### config.mk
export PLATFORM = sky130hd
export DESIGN_NAME = async_tx_flow
export DESIGN_NICKNAME = d
export VERILOG_FILES = /design/src/rtl/async_tx_pkg.sv /design/src/rtl/tx_clk_edge.sv /design/src/rtl/tx_hold_reg.sv /design/src/rtl/tx_frame_pack.sv /design/src/rtl/tx_serializer.sv /design/src/rtl/async_tx_flow.sv
export SDC_FILE = /design/constraint.sdc
export NUM_CORES = 1
export LEC_CHECK = 0
export BUFFER_PORTS_ARGS = -buffer_cell sky130_fd_sc_hd__buf_4
export CAP_MARGIN = 30
export CORE_AREA = 2 2 81 83
export DETAILED_ROUTE_END_ITERATION = 10
export DIE_AREA = 0 0 83 85
export PLACE_DENSITY = 0.65
export SLEW_MARGIN = 20
export SYNTH_ARGS = -nofsm -noshare
export SYNTH_HDL_FRONTEND = slang
export SYNTH_SLANG_ARGS = --single-unit
### constraint.sdc
create_clock -name clk -period 3.58 [get_ports clk]
set_input_delay 0.179 -clock clk [delete_from_list [all_inputs] [get_ports clk]]
set_output_delay 0.179 -clock clk [all_outputs]
set_load 0.005 [all_outputs]
### src/rtl/async_tx_pkg.sv
`timescale 1ns/1ps
package async_tx_pkg;
    localparam int DATA_W  = 8;
    localparam int MIN_LEN = DATA_W - 3;
    localparam int FRAME_W = DATA_W + 4;
    localparam int IDX_W   = $clog2(FRAME_W + 1);

    typedef struct packed {
        logic [1:0] char_len;
        logic       par_en;
        logic       par_odd;
        logic [1:0] stop_sel;
        logic [1:0] fac_sel;
    } tx_cfg_t;
endpackage

### src/rtl/tx_clk_edge.sv
`timescale 1ns/1ps
module tx_clk_edge (
    input  logic clk,
    input  logic rst_n,
    input  logic tx_clk,
    output logic fall
);
    logic tclk_d, tclk_q;

    always_comb begin
        tclk_d = tx_clk;
        fall   = tclk_q & ~tx_clk;
    end

    always_ff @(posedge clk or negedge rst_n) begin
        if (!rst_n) tclk_q <= 1'b0;
        else        tclk_q <= tclk_d;
    end
endmodule

### src/rtl/tx_hold_reg.sv
`timescale 1ns/1ps
module tx_hold_reg
    import async_tx_pkg::*;
(
    input  logic              clk,
    input  logic              rst_n,
    input  logic              wr_valid,
    input  logic [DATA_W-1:0] wr_data,
    input  logic              take,
    output logic              full,
    output logic [DATA_W-1:0] data
);
    typedef struct packed {
        logic              full;
        logic [DATA_W-1:0] data;
    } hold_t;

    hold_t h_d, h_q;

    always_comb begin
        h_d = h_q;
        if (take) begin
            h_d.full = 1'b0;
        end else if (wr_valid && !h_q.full) begin
            h_d.full = 1'b1;
            h_d.data = wr_data;
        end
        full = h_q.full;
        data = h_q.data;
    end

    always_ff @(posedge clk or negedge rst_n) begin
        if (!rst_n) h_q <= '0;
        else        h_q <= h_d;
    end
endmodule

### src/rtl/tx_frame_pack.sv
`timescale 1ns/1ps
module tx_frame_pack
    import async_tx_pkg::*;
#(
    parameter int FACT_MID = 16,
    parameter int FACT_HI  = 64,
    parameter int CNT_W    = $clog2(FACT_HI) + 1
) (
    input  logic [DATA_W-1:0]  data,
    input  tx_cfg_t            cfg,
    output logic [FRAME_W-1:0] frame,
    output logic [IDX_W-1:0]   nbits,
    output logic               half,
    output logic [CNT_W-1:0]   ticks
);
    logic [IDX_W-1:0] len;
    logic             par;

    always_comb begin
        len   = IDX_W'(MIN_LEN) + IDX_W'(cfg.char_len);
        frame = '1;
        frame[0] = 1'b0;
        par   = cfg.par_odd;
        for (int i = 0; i < DATA_W; i++) begin
            if (i < int'(len)) begin
                frame[1 + i] = data[i];
                par = par ^ data[i];
            end
        end
        if (cfg.par_en) frame[len + IDX_W'(1)] = par;
        nbits = IDX_W'(1) + len + IDX_W'(cfg.par_en)
              + ((cfg.stop_sel == 2'b00) ? IDX_W'(1) : IDX_W'(2));
        half  = (cfg.stop_sel == 2'b01) && (cfg.fac_sel != 2'b00);
        case (cfg.fac_sel)
            2'b00:   ticks = CNT_W'(1);
            2'b01:   ticks = CNT_W'(FACT_MID);
            default: ticks = CNT_W'(FACT_HI);
        endcase
    end
endmodule

### src/rtl/tx_serializer.sv
`timescale 1ns/1ps
module tx_serializer
    import async_tx_pkg::*;
#(
    parameter int CNT_W = 7
) (
    input  logic               clk,
    input  logic               rst_n,
    input  logic               tick,
    input  logic               start_ok,
    input  logic               brk,
    input  logic [FRAME_W-1:0] frame_i,
    input  logic [IDX_W-1:0]   nbits_i,
    input  logic               half_i,
    input  logic [CNT_W-1:0]   ticks_i,
    output logic               load,
    output logic               busy,
    output logic               line
);
    typedef struct packed {
        logic               busy;
        logic [IDX_W-1:0]   idx;
        logic [CNT_W-1:0]   cnt;
        logic [FRAME_W-1:0] frame;
        logic [IDX_W-1:0]   nbits;
        logic               half;
        logic [CNT_W-1:0]   ticks;
        logic               line;
    } ser_t;

    ser_t             s_d, s_q;
    logic             last;
    logic [CNT_W-1:0] lim;

    always_comb begin
        s_d  = s_q;
        load = 1'b0;
        last = (s_q.idx == s_q.nbits - IDX_W'(1));
        lim  = (last && s_q.half) ? (s_q.ticks >> 1) : s_q.ticks;
        if (tick) begin
            if (s_q.busy) begin
                if (s_q.cnt == lim - CNT_W'(1)) begin
                    s_d.cnt = '0;
                    if (last) begin
                        s_d.busy = 1'b0;
                        load     = start_ok;
                    end else begin
                        s_d.idx = s_q.idx + IDX_W'(1);
                    end
                end else begin
                    s_d.cnt = s_q.cnt + CNT_W'(1);
                end
            end else begin
                load = start_ok;
            end
        end
        if (load) begin
            s_d.busy  = 1'b1;
            s_d.idx   = '0;
            s_d.cnt   = '0;
            s_d.frame = frame_i;
            s_d.nbits = nbits_i;
            s_d.half  = half_i;
            s_d.ticks = ticks_i;
        end
        s_d.line = ~brk & (s_d.busy ? s_d.frame[s_d.idx] : 1'b1);
        busy = s_q.busy;
        line = s_q.line;
    end

    always_ff @(posedge clk or negedge rst_n) begin
        if (!rst_n) begin
            s_q      <= '0;
            s_q.line <= 1'b1;
        end else begin
            s_q <= s_d;
        end
    end
endmodule

### src/rtl/async_tx_flow.sv
`timescale 1ns/1ps
module async_tx_flow
    import async_tx_pkg::*;
#(
    parameter int FACT_MID = 16,
    parameter int FACT_HI  = 64
) (
    input  logic              clk,
    input  logic              rst_n,
    input  logic              tx_clk,
    input  logic              wr_valid,
    input  logic [DATA_W-1:0] wr_data,
    input  logic [1:0]        char_len,
    input  logic              parity_en,
    input  logic              parity_odd,
    input  logic [1:0]        stop_sel,
    input  logic [1:0]        clk_factor,
    input  logic              tx_en,
    input  logic              cts_n,
    input  logic              brk,
    output logic              tx_line,
    output logic              tx_rdy,
    output logic              tx_empty
);
    localparam int CNT_W = $clog2(FACT_HI) + 1;

    logic               fall_tick;
    logic               take;
    logic               hold_full;
    logic [DATA_W-1:0]  hold_data;
    logic               start_ok;
    logic               busy;
    tx_cfg_t            cfg;
    logic [FRAME_W-1:0] frame;
    logic [IDX_W-1:0]   nbits;
    logic               half;
    logic [CNT_W-1:0]   ticks;

    always_comb begin
        cfg.char_len = char_len;
        cfg.par_en   = parity_en;
        cfg.par_odd  = parity_odd;
        cfg.stop_sel = stop_sel;
        cfg.fac_sel  = clk_factor;
        start_ok     = hold_full & tx_en & ~cts_n;
        tx_rdy       = ~hold_full;
        tx_empty     = ~hold_full & ~busy;
    end

    tx_clk_edge u_edge (
        .clk    (clk),
        .rst_n  (rst_n),
        .tx_clk (tx_clk),
        .fall   (fall_tick)
    );

    tx_hold_reg u_hold (
        .clk      (clk),
        .rst_n    (rst_n),
        .wr_valid (wr_valid),
        .wr_data  (wr_data),
        .take     (take),
        .full     (hold_full),
        .data     (hold_data)
    );

    tx_frame_pack #(.FACT_MID(FACT_MID), .FACT_HI(FACT_HI), .CNT_W(CNT_W)) u_pack (
        .data  (hold_data),
        .cfg   (cfg),
        .frame (frame),
        .nbits (nbits),
        .half  (half),
        .ticks (ticks)
    );

    tx_serializer #(.CNT_W(CNT_W)) u_ser (
        .clk      (clk),
        .rst_n    (rst_n),
        .tick     (fall_tick),
        .start_ok (start_ok),
        .brk      (brk),
        .frame_i  (frame),
        .nbits_i  (nbits),
        .half_i   (half),
        .ticks_i  (ticks),
        .load     (take),
        .busy     (busy),
        .line     (tx_line)
    );
endmodule

# After elaboration in Yosys (flattened, before gate mapping)
# Cells that the tools add are included.
# classes
addsub	8
order_cmp	11
eq_ne	4
n_mux	39
bitwise	19
n_reduce_logical	13
# op_table
op	n
$mux W12	3
$mux W36	1
$mux W1	25
$lt A3 B4 Y1 const A	4
$mux W7	2
$pmux W7 S2	1
$bwmux W12	1
$lt A4 B5 Y1 const B	2
$mux W9	1
$add A4 B1 Y4 const B	2
$lt A1 B4 Y1 const A	2
$lt A2 B4 Y1 const A	2
$reduce_bool A2 Y1	4
$xor A1 B1 Y1	8
$add A7 B1 Y7 const B	1
$eq A7 B7 Y1	1
$sub A7 B1 Y7 const B	1
$not A1 Y1	6
$and A1 B1 Y1	5
$mux W5	1
$add A3 B2 Y4 const A	1
$add A4 B1 Y4	1
$add A4 B4 Y4	1
$bmux W1 S4	1
11 further kinds	17
# word_totals
regBits	47
input_bits	23
output_inout_bits	3
elab_cells	105

# Depth between registers and ports, before layout
# Gate-level depths: netlist of the first run.
# depth
depth_word	24
mapped_depth	13
ltp_nobuf	12

# Cells and area by module
# A second synthesis of the first run with hierarchy kept.
# unflattened
cells_unflattened	319
hier_area_um2	3407.0
# by_module_without_submodules
module	instances	cells_each	area_per_inst_um2	seq_area_each_um2
tx_serializer	1	230	2528.7	927.1
tx_frame_pack	1	64	481.7	0.0
tx_hold_reg	1	20	341.6	225.2
tx_clk_edge	1	2	38.8	25.0
async_tx_flow	1	3	16.3	0.0

# Least setup slack after synthesis of the first run
# OpenSTA, ideal clock, no wires.
# synth_timing
kind	reg-to-reg
startpoint	reg u_ser.s_q[9] (netlist name)
endpoint	reg u_ser.s_q[1] (netlist name)
setup_time_ns	0.128
t_arrival_ns	2.617
t_required_ns	3.452
setup_slack_ns	0.835
path_stages_with_launch	11
path_buffers	1
synth_period_minus_slack_ns	2.745
cell_sequence	dfrtp_1 -> inv_1 -> ha_1 -> xnor2_1 -> nor4_4 -> a211oi_1 -> o21ai_4 -> nand3_1 -> a21oi_1 -> buf_2 -> mux2_1
# synth_via
elab_chain_len	9
word_cells_on_any_way	10
cone_classes	add/sub (2); eq/ne (2); mux (5); reduce/logical (1)
# synth_lines
element	line	text
start: declaration	tx_serializer.sv:31	ser_t s_d, s_q;
$sub A4 B1 Y4 *	tx_serializer.sv:38	last = (s_q.idx == s_q.nbits - IDX_W'(1));
$eq A4 B4 Y1 *	tx_serializer.sv:38	
$logic_and A1 B1 Y1	tx_serializer.sv:39	lim = (last && s_q.half) ? (s_q.ticks >> 1) : s_q.ticks;
$mux W7	tx_serializer.sv:39	
$sub A7 B1 Y7	tx_serializer.sv:42	if (s_q.cnt == lim - CNT_W'(1)) begin
$eq A7 B7 Y1	tx_serializer.sv:42	
$mux W1 *	tx_serializer.sv:42	
$mux W1 *	tx_serializer.sv:41	if (s_q.busy) begin
$mux W1 *	tx_serializer.sv:40	if (tick) begin
# Every way passes the cells marked *; elsewhere a longest branch is shown, timed or not.
# A chain may end at the register's enable or synchronous reset.

# Worst setup path after layout of the first run
# layout_timing
startpoint	reg u_ser.s_q[9] (netlist name)
endpoint	reg u_ser.s_q[12] (netlist name)
# Same word-level chain as after synthesis.

==> results.txt, run 1 <==
Max FO, Critical Path = 24
FFs w/ async S/R, synth = 100%
outcome = complete, no violations
final-report setup violation count = 0
deepest clock path buffer count = 2
setup bufs post-CTS = 0
FILL cells = 579
area grow syn2layout = 12.0%
crit path kind = flop to flop
YS warnings = 0
clock latency on the worst-skew pair = 300 ps
Mapped Area = 0.00278 mm²
CTS tree = built
largest net degree at the start of global routing = 44
Post-DRT Antenna Nets = 0
Total GRT Usage = 16.1%
TNS Setup = 0 ps
DP HPWL = 3930 µm
fin crit period = 3050 ps
WP data required = 3750 ps
worst hold start = stop_sel[1]
root buffer cell = clkbuf_8
Critical Path, Cell by Cell = inv_1, ha_1, xnor2_1, nor4_4, a211oi_1, o21ai_4, nand3_1, nand2_1, nand2_1, buf_4, a2111oi_0, nor2_1
Rows = 29
Initial Util = 44.7%
CORE AREA = 0.00620 mm²
Die Height = 85 µm
global-route wire length before repair = 9340 µm
syn_nets = 316
Top FF cell, synth = dfrtp_1
final setup margin = 526 ps
unrepaired setup endpoints after global routing = false
vias in the first global route = 1961
Setup crit start kind = flop
final wirelength = 5360 µm
most frequent CP cell = nand2_1
GRT overflow = 0
f_max = 327 MHz
clock sinks = 43
highest-delay cell along the critical path = nor4_4
routed wire length per instance = 14.0 µm
Hold WS = 68.5 ps
GP Congestion = 0.749
post-synthesis sequential area ratio = 38.8%
drt pass-1 iters = 4
r2r startpoint = u_ser.s_q[9]
die area = 0.00706 mm²
Synth cell types = 62
Synth top area share = 37.9%
Die W = 83 µm
initial antenna violation count = 0
ant diodes = 0
final hold vios = 0
Remaining DRCs = 0
critical path launch point = u_ser.s_q[9]
Gate Count Post-Synth = 279
crit-path max cell delay = 510 ps
layout cell share with drive strength beyond 1 = 21.2%
First DRT Iteration DRCs = 81
P per Cell Area = 597 mW/mm²
fin. max-slew vios = 0
IO buf count = 25
Max VDD drop = 0.462 mV
H-tree depth = 2
Vias/cell = 5.34
Num CTS Buffers = 5
number of synthesized register bits = 43
Post-synth top cells = dfrtp_1 (42), nand2_1 (36), nor2_1 (28)
largest cells by area after synthesis = dfrtp_1 (38%), ha_1 (5.4%), nand2_1 (4.9%), xnor2_1 (4.7%), nor2_1 (3.8%)
Setup crit end kind = flop
CTS clock-pin slew for the worst setup and hold paths = 80 ps
Top Ports = 26
Slew @ Worst Pin = 654 ps
layout net count = 342
final setup skew = 3.98 ps
fin crit share = 85.3%
Max-Cap Viols = 0
top-count cell post-synth = dfrtp_1
Worst Hold Class = input port to flop
via count = 2044
synthesized area per cell = 9.95 µm²
Slew HR = 56.3%
Synth area leader = dfrtp_1
pre-CTS setup slack = 581 ps
Data arrival, critical path = 3220 ps
Post-synth EDFFs = 0
Leak = 1.39 nW
## state kept, by name, indices dropped and copies added, names as in the netlist
name and cells:
u_edge.tclk_q 1, u_hold.data 8, u_hold.full 1, u_ser.busy 1, u_ser.line 1, u_ser.s_q 31
## metrics by stage
step           power, mW  instances  instance area, µm²  utilization, %
3_3_place_gp        1.54        372                2990            48.2
2_1_floorplan       1.42        279                2780               -
6_report            1.86        383                3110            50.1
5_1_grt             2.00        383                3110            50.1
3_5_place_dp        1.56        372                2990            48.2
4_1_cts             1.88        383                3110            50.1
## layout make-up
type                            count  area, µm²  share of cell area (%)
Inverter                           13       48.8                    1.57
Timing Repair Buffer               30        233                    7.48
Clock buffer                        5       68.8                    2.21
Clock inverter                      3       20.0                   0.644
Multi-Input combinational cell    212       1570                    50.4
Sequential cell                    43       1080                    34.6
Tap cell                           77       96.3                    3.10
## final timing paths
| kind | depth (start not counted) | slack (ps) | endpoint |
|---|---|---|---|
| worst min-delay path | 2 | 70 | u_ser.s_q[8] |
| max in group asynchronous | 2 | 2790 | u_ser.line |
| worst max-delay path | 12 | 530 | u_ser.s_q[12] |
| min in group asynchronous | 2 | 400 | u_hold.full |
| worst max register to register | 12 | 530 | u_ser.s_q[12] |
| worst min register to register | 1 | 510 | u_ser.s_q[21] |
## critical path: cells and delay by family, from the launching register on
kind                     cells  cell delay, ps
adder cells (fa/ha/maj)      1             300
XOR/XNOR                     1             160
AND/OR/NAND/NOR              5             880
flip-flops                   1             430
AO/OA/AOI/OAI                3             870
buffers and inverters        2             280
## logic make-up (layout without fill, tap and decap cells)
| kind of cell | after synthesis | in the layout | synth area share, % |
|---|---|---|---|
| AOI/OAI and AO/OA | 53 | 53 | 14.4 |
| xor gates and xnor gates | 21 | 21 | 6.62 |
| adders and majority gates | 14 | 14 | 6.85 |
| buffers and inverters | 24 | 51 | 4.78 |
| DFF | 43 | 43 | 38.8 |
| muxes | 17 | 17 | 7.98 |
| and+or+nand+nor | 107 | 107 | 20.5 |
## cell usage in the layout, fill, tap and decap left out, types with 2 or more instances in the layout
cell type	synthesis	routed
dfrtp_1	42	42
nand2_1	36	36
nor2_1	28	28
buf_4	0	27
xnor2_1	15	15
o21ai_0	14	14
inv_1	13	13
ha_1	12	12
a21oi_1	8	8
mux2_2	8	8
nand3_1	7	7
xor2_1	6	6
nor2b_1	5	5
mux2i_1	5	5
clkbuf_8	3	5
nand3b_1	4	4
or2_2	3	3
nand2b_1	3	3
o31ai_1	3	3
a211oi_1	3	3
and3_1	3	3
dlygate4sd3_1	0	3
and2b_2	2	2
and2_1	2	2
a41oi_1	2	2
a31oi_1	2	2
a311oi_1	2	2
a21o_1	2	2
nand4_1	2	2
a2111oi_0	2	2
mux4_2	2	2
o41ai_1	2	2
fa_1	2	2
clkinvlp_4	0	2
## what timing repair did
action                                 CTS  global route
endpoints found under the hold margin   44             0
hold buffers                             3             0
gates resized for setup                  0             0
## routing by layer
layer | vias up | wire (µm) | track usage (%)
met3 | 4 | 133 | 3.40
met5 | - | 0 | 0
met4 | 0 | 34 | 4.02
li1 | 1036 | - | -
met1 | 982 | 2640 | 22.9
met2 | 22 | 2550 | 25.2
## where the power goes
group | internal [mW] | leakage [nW] | switching, mW
sequential | 0.633 | 0.537 | 0.170
clock | 0.136 | 0.0402 | 0.174
combinational | 0.372 | 0.816 | 0.372
Power figures use the tool's default switching activity.
==> run 2, diff against run 1 <==
--- a/config.mk
+++ b/config.mk
@@ -10,7 +10,6 @@
 export CORE_AREA = 2 2 81 83
 export DETAILED_ROUTE_END_ITERATION = 10
 export DIE_AREA = 0 0 83 85
-export PLACE_DENSITY = 0.65
 export SLEW_MARGIN = 20
 export SYNTH_ARGS = -nofsm -noshare
 export SYNTH_HDL_FRONTEND = slang
==> run 2 against run 1 <==
Final area is 0.72% higher; sequential power is 2.9% lower; non-clock buffer count is 3 higher.
==> results.txt, run 2 (synthesis results as in run 1) <==
outcome = complete, no violations
commonest non-fill, non-tap cells in the layout = dfrtp_1 (42), nand2_1 (36), buf_4 (30), nor2_1 (28), xnor2_1 (15)
largest net degree at the start of global routing = 44
hold_buf cts = 3
ant diodes = 0
IO buf count = 25
most common cell after layout, fill and taps aside = dfrtp_1
setup bufs post-CTS = 0
final wirelength = 5500 µm
GP Congestion = 0.794
CTS tree = built
Die Height = 85 µm
f_max = 312 MHz
layout cell share with drive strength beyond 1 = 22.0%
drt pass-1 iters = 4
global-route wire length before repair = 9560 µm
fin. max-slew vios = 0
TNS Setup = 0 ps
Post-DRT Antenna Nets = 0
Leak = 1.41 nW
area grow syn2layout = 12.8%
Initial Util = 44.7%
Max VDD drop = 0.355 mV
crit path kind = flop to flop
Total GRT Usage = 16.6%
vias in the first global route = 1948
final hold vios = 0
cell depth of the worst setup path = 11
Setup crit end kind = flop
highest-delay cell along the critical path = nor4_4
layout net count = 345
clock latency on the worst-skew pair = 300 ps
fin crit period = 3210 ps
H-tree depth = 2
Num CTS Buffers = 5
hold depth = 2
First DRT Iteration DRCs = 91
Rows = 29
Hold WS = 64.8 ps
Slew HR = 54.8%
critical path's top delay family = compound AO/OA/AOI/OAI gates
Slew @ Worst Pin = 677 ps
CTS clock-pin slew for the worst setup and hold paths = 80 ps
Remaining DRCs = 0
die area = 0.00706 mm²
post_cts resized = 0
deepest clock path buffer count = 2
Setup crit start kind = flop
most flop-heavy register = u_ser.s_q
crit-path max cell delay = 530 ps
Top Ports = 26
via count = 2051
root buffer cell = clkbuf_8
R2R cell count = 11
Die W = 83 µm
number of flip-flops in the largest register = 31
Max-Cap Viols = 0
final-report setup violation count = 0
Max FO, Critical Path = 11
Vias/cell = 5.31
Worst Hold Class = input port to flop
Critical Path, Cell by Cell = inv_1, ha_1, xnor2_1, nor4_4, a211oi_1, o21ai_4, nand3_1, a21oi_1, buf_4, nor2_1, a41oi_1
final setup skew = 4.25 ps
initial antenna violation count = 0
Power Total = 1.87 mW
GRT overflow = 0
WP data required = 3790 ps
P per Cell Area = 598 mW/mm²
DP HPWL = 4010 µm
fin crit share = 89.6%
FILL cells = 599
CORE AREA = 0.00620 mm²
unrepaired setup endpoints after global routing = false
clock sinks = 43
routed wire length per instance = 14.3 µm
Buf+Inv Stages, Crit Path = 2
Data arrival, critical path = 3420 ps
[run 2: power breakdown]
part           switching [mW]  internal (mW)
Sequential              0.147          0.634
Clock                   0.177          0.136
Combinational           0.399          0.381
[run 2: stage by stage]
stage	cells	util, %	cell area, µm²	worst slack (ps)
CTS	386	50.5	3130	361
finish	386	50.5	3130	374
detailed placement	375	48.6	3010	373
global route	386	50.5	3130	20.9
global placement	375	48.6	3010	564
floorplan	279	-	2780	835
[run 2: worst register-to-register path: stages, from the launching register on]
cell	delay, ps
dfrtp_1	420
inv_1	60
ha_1	300
xnor2_1	160
nor4_4	530
a211oi_1	230
o21ai_4	300
nand3_1	150
a21oi_1	480
buf_4	260
nor2_1	50
a41oi_1	170
[run 2: final cells by class]
cell class,count,area (µm²),area share (%)
multi-input combinational,212,1570,50.0
sequential,43,1080,34.4
timing repair buffer,33,255,8.15
tap,77,96.3,3.08
clock buffer,5,68.8,2.20
inverter,13,48.8,1.56
clock inverter,3,20.0,0.639
[run 2: worst paths after layout]
kind                           startpoint        endpoint  slack, ps
max in group asynchronous           rst_n    u_ser.s_q[8]       2790
hold reg to reg            u_hold.data[5]  u_hold.data[5]        500
min in group asynchronous           rst_n     u_hold.full        400
setup / recovery             u_ser.s_q[9]   u_ser.s_q[23]        370
setup reg to reg             u_ser.s_q[9]   u_ser.s_q[23]        370
hold / removal                stop_sel[1]    u_ser.s_q[8]         60
[run 2: routing by layer]
layer / wire (µm) / share of wire (%) / up-vias / global-route usage, %
met5: 0 / 0 / - / 0
met4: 49 / 0.89 / 0 / 3.58
met2: 2500 / 45 / 28 / 25.7
met1: 2780 / 50 / 981 / 24.2
li1: - / - / 1037 / -
met3: 170 / 3.1 / 5 / 3.50
==> run 3, diff against run 2 <==
--- a/config.mk
+++ b/config.mk
@@ -7,9 +7,12 @@
 export LEC_CHECK = 0
 export BUFFER_PORTS_ARGS = -buffer_cell sky130_fd_sc_hd__buf_4
 export CAP_MARGIN = 30
+export CELL_PAD_IN_SITES_DETAIL_PLACEMENT = 1
+export CELL_PAD_IN_SITES_GLOBAL_PLACEMENT = 1
 export CORE_AREA = 2 2 81 83
 export DETAILED_ROUTE_END_ITERATION = 10
 export DIE_AREA = 0 0 83 85
+export PLACE_DENSITY_LB_ADDON = 0.1
 export SLEW_MARGIN = 20
 export SYNTH_ARGS = -nofsm -noshare
 export SYNTH_HDL_FRONTEND = slang
==> run 3 against run 2 <==
Non-clock buffer count decreased by 2; flip-flop and latch count unchanged; count of clock-buffer cells in the layout increased by 2; fmax increased by 2.3%; global-route usage increased by 1.6 points; critical path depth increased by 1; sequential power increased by 0.6%; combinational power increased by 2%; clock skew increased by 11 ps; clock power increased by 6%; critical endpoint is now u_ser.s_q[20]; largest cell class unchanged; largest power group is now combinational logic; highest routed layer unchanged.
==> results.txt, run 3 (synthesis results as in run 1) <==
outcome = complete, no violations
GP Congestion = 0.749
setup bufs post-CTS = 0
final hold vios = 0
Initial Util = 44.7%
GRT overflow = 0
met3 Usage GRT = 2.53%
final-report setup violation count = 0
First DRT Iteration DRCs = 60
hold_buf cts = 3
met2 Use GR = 34.0%
largest net degree at the start of global routing = 44
Hold WS = 78.3 ps
final setup margin = 447 ps
WP data required = 3830 ps
layout cell share with drive strength beyond 1 = 21.2%
most used routing layer = met2
fin crit period = 3130 ps
IO buf count = 25
ant diodes = 0
Post-Layout Cell Count = 384
most flop-heavy register = u_ser.s_q
met1 Usage GRT = 21.6%
Die Height = 85 µm
DP HPWL = 4550 µm
Setup crit end kind = flop
# placed instances = 373
commonest non-fill, non-tap cells in the layout = dfrtp_1 (42), nand2_1 (36), nor2_1 (28), buf_4 (28), xnor2_1 (15)
post-route design area = 0.00312 mm²
Data arrival, critical path = 3380 ps
Remaining DRCs = 0
final setup skew = 14.9 ps
CTS tree = built
pre-CTS setup slack = 469 ps
Max FO, Critical Path = 15
root buffer cell = clkbuf_8
Vias/cell = 5.43
H-tree depth = 2
Leak = 1.41 nW
area grow syn2layout = 12.5%
DP Area = 0.00300 mm²
drt pass-1 iters = 6
fin crit share = 87.5%
area occupied by multi-input gates = 0.00157 mm²
Worst Hold Class = input port to flop
FILL cells = 708
Num CTS Buffers = 5
CORE AREA = 0.00620 mm²
Max VDD drop = 0.429 mV
clock sinks = 43
Max-Cap Viols = 0
layout net count = 343
via count = 2085
TNS Setup = 0 ps
Slew @ Worst Pin = 732 ps
crit path kind = flop to flop
Rows = 29
Total GRT Usage = 18.2%
number of flip-flops in the largest register = 31
clock latency on the worst-skew pair = 300 ps
Setup crit start kind = flop
fin. max-slew vios = 0
P per Cell Area = 613 mW/mm²
f_max = 319 MHz
Top Ports = 26
Slew HR = 51.1%
post_cts resized = 0
routed wire length per instance = 15.8 µm
vias in the first global route = 2203
final wirelength = 6060 µm
die area = 0.00706 mm²
CTS clock-pin slew for the worst setup and hold paths = 90 ps
most common cell after layout, fill and taps aside = dfrtp_1
Post-DRT Antenna Nets = 0
initial antenna violation count = 0
global-route wire length before repair = 10400 µm
Die W = 83 µm
unrepaired setup endpoints after global routing = false
FF/Latch Area = 0.00108 mm²
deepest clock path buffer count = 2
run 3: final cells by class:
type                    count  share of cell area, %
clock buffers               7                   2.76
clock inverters             1                  0.280
inverters                  13                   1.56
multi-input cells         212                   50.1
flip-flops and latches     43                   34.5
well taps                  77                   3.08
repair buffers             31                   7.69
run 3: metrics by stage:
step / total power [mW] / utilization [%]
2_1_floorplan: 1.42 / -
3_3_place_gp: 1.57 / 48.3
3_5_place_dp: 1.60 / 48.3
4_1_cts: 1.95 / 50.4
5_1_grt: 2.08 / 50.4
6_report: 1.91 / 50.4
run 3: power breakdown:
group | switching [mW] | internal [mW]
sequential | 0.153 | 0.634
clock | 0.173 | 0.160
combinational | 0.416 | 0.380
run 3: critical path: stages, from the launching register on:
cell and delay [ps]:
dfrtp_1 430, inv_1 80, ha_1 310, xnor2_1 160, nor4_4 510, a211oi_1 220
o21ai_4 300, nand3_1 140, nand2_1 100, nand2_1 220, buf_4 280, a311oi_1 220
a21o_1 120
run 3: metal layers:
metal  up-vias  wire length [µm]  share of wire [%]
li1       1036                 -                  -
met1      1023              2640                 44
met2        21              3240                 53
met3         5               110                1.8
met4         0                72                1.2
met5         -                 0                  0
run 3: final timing paths:
| path | from | end | slack (ps) | cells past startpoint |
|---|---|---|---|---|
| setup / recovery | u_ser.s_q[9] | u_ser.s_q[20] | 450 | 12 |
| hold / removal | stop_sel[1] | u_ser.s_q[8] | 80 | 2 |
| setup reg to reg | u_ser.s_q[9] | u_ser.s_q[20] | 450 | 12 |
| hold reg to reg | u_hold.data[5] | u_hold.data[5] | 520 | 1 |
| max in group asynchronous | rst_n | u_ser.s_q[8] | 2770 | 2 |
| min in group asynchronous | rst_n | u_edge.tclk_q | 410 | 2 |
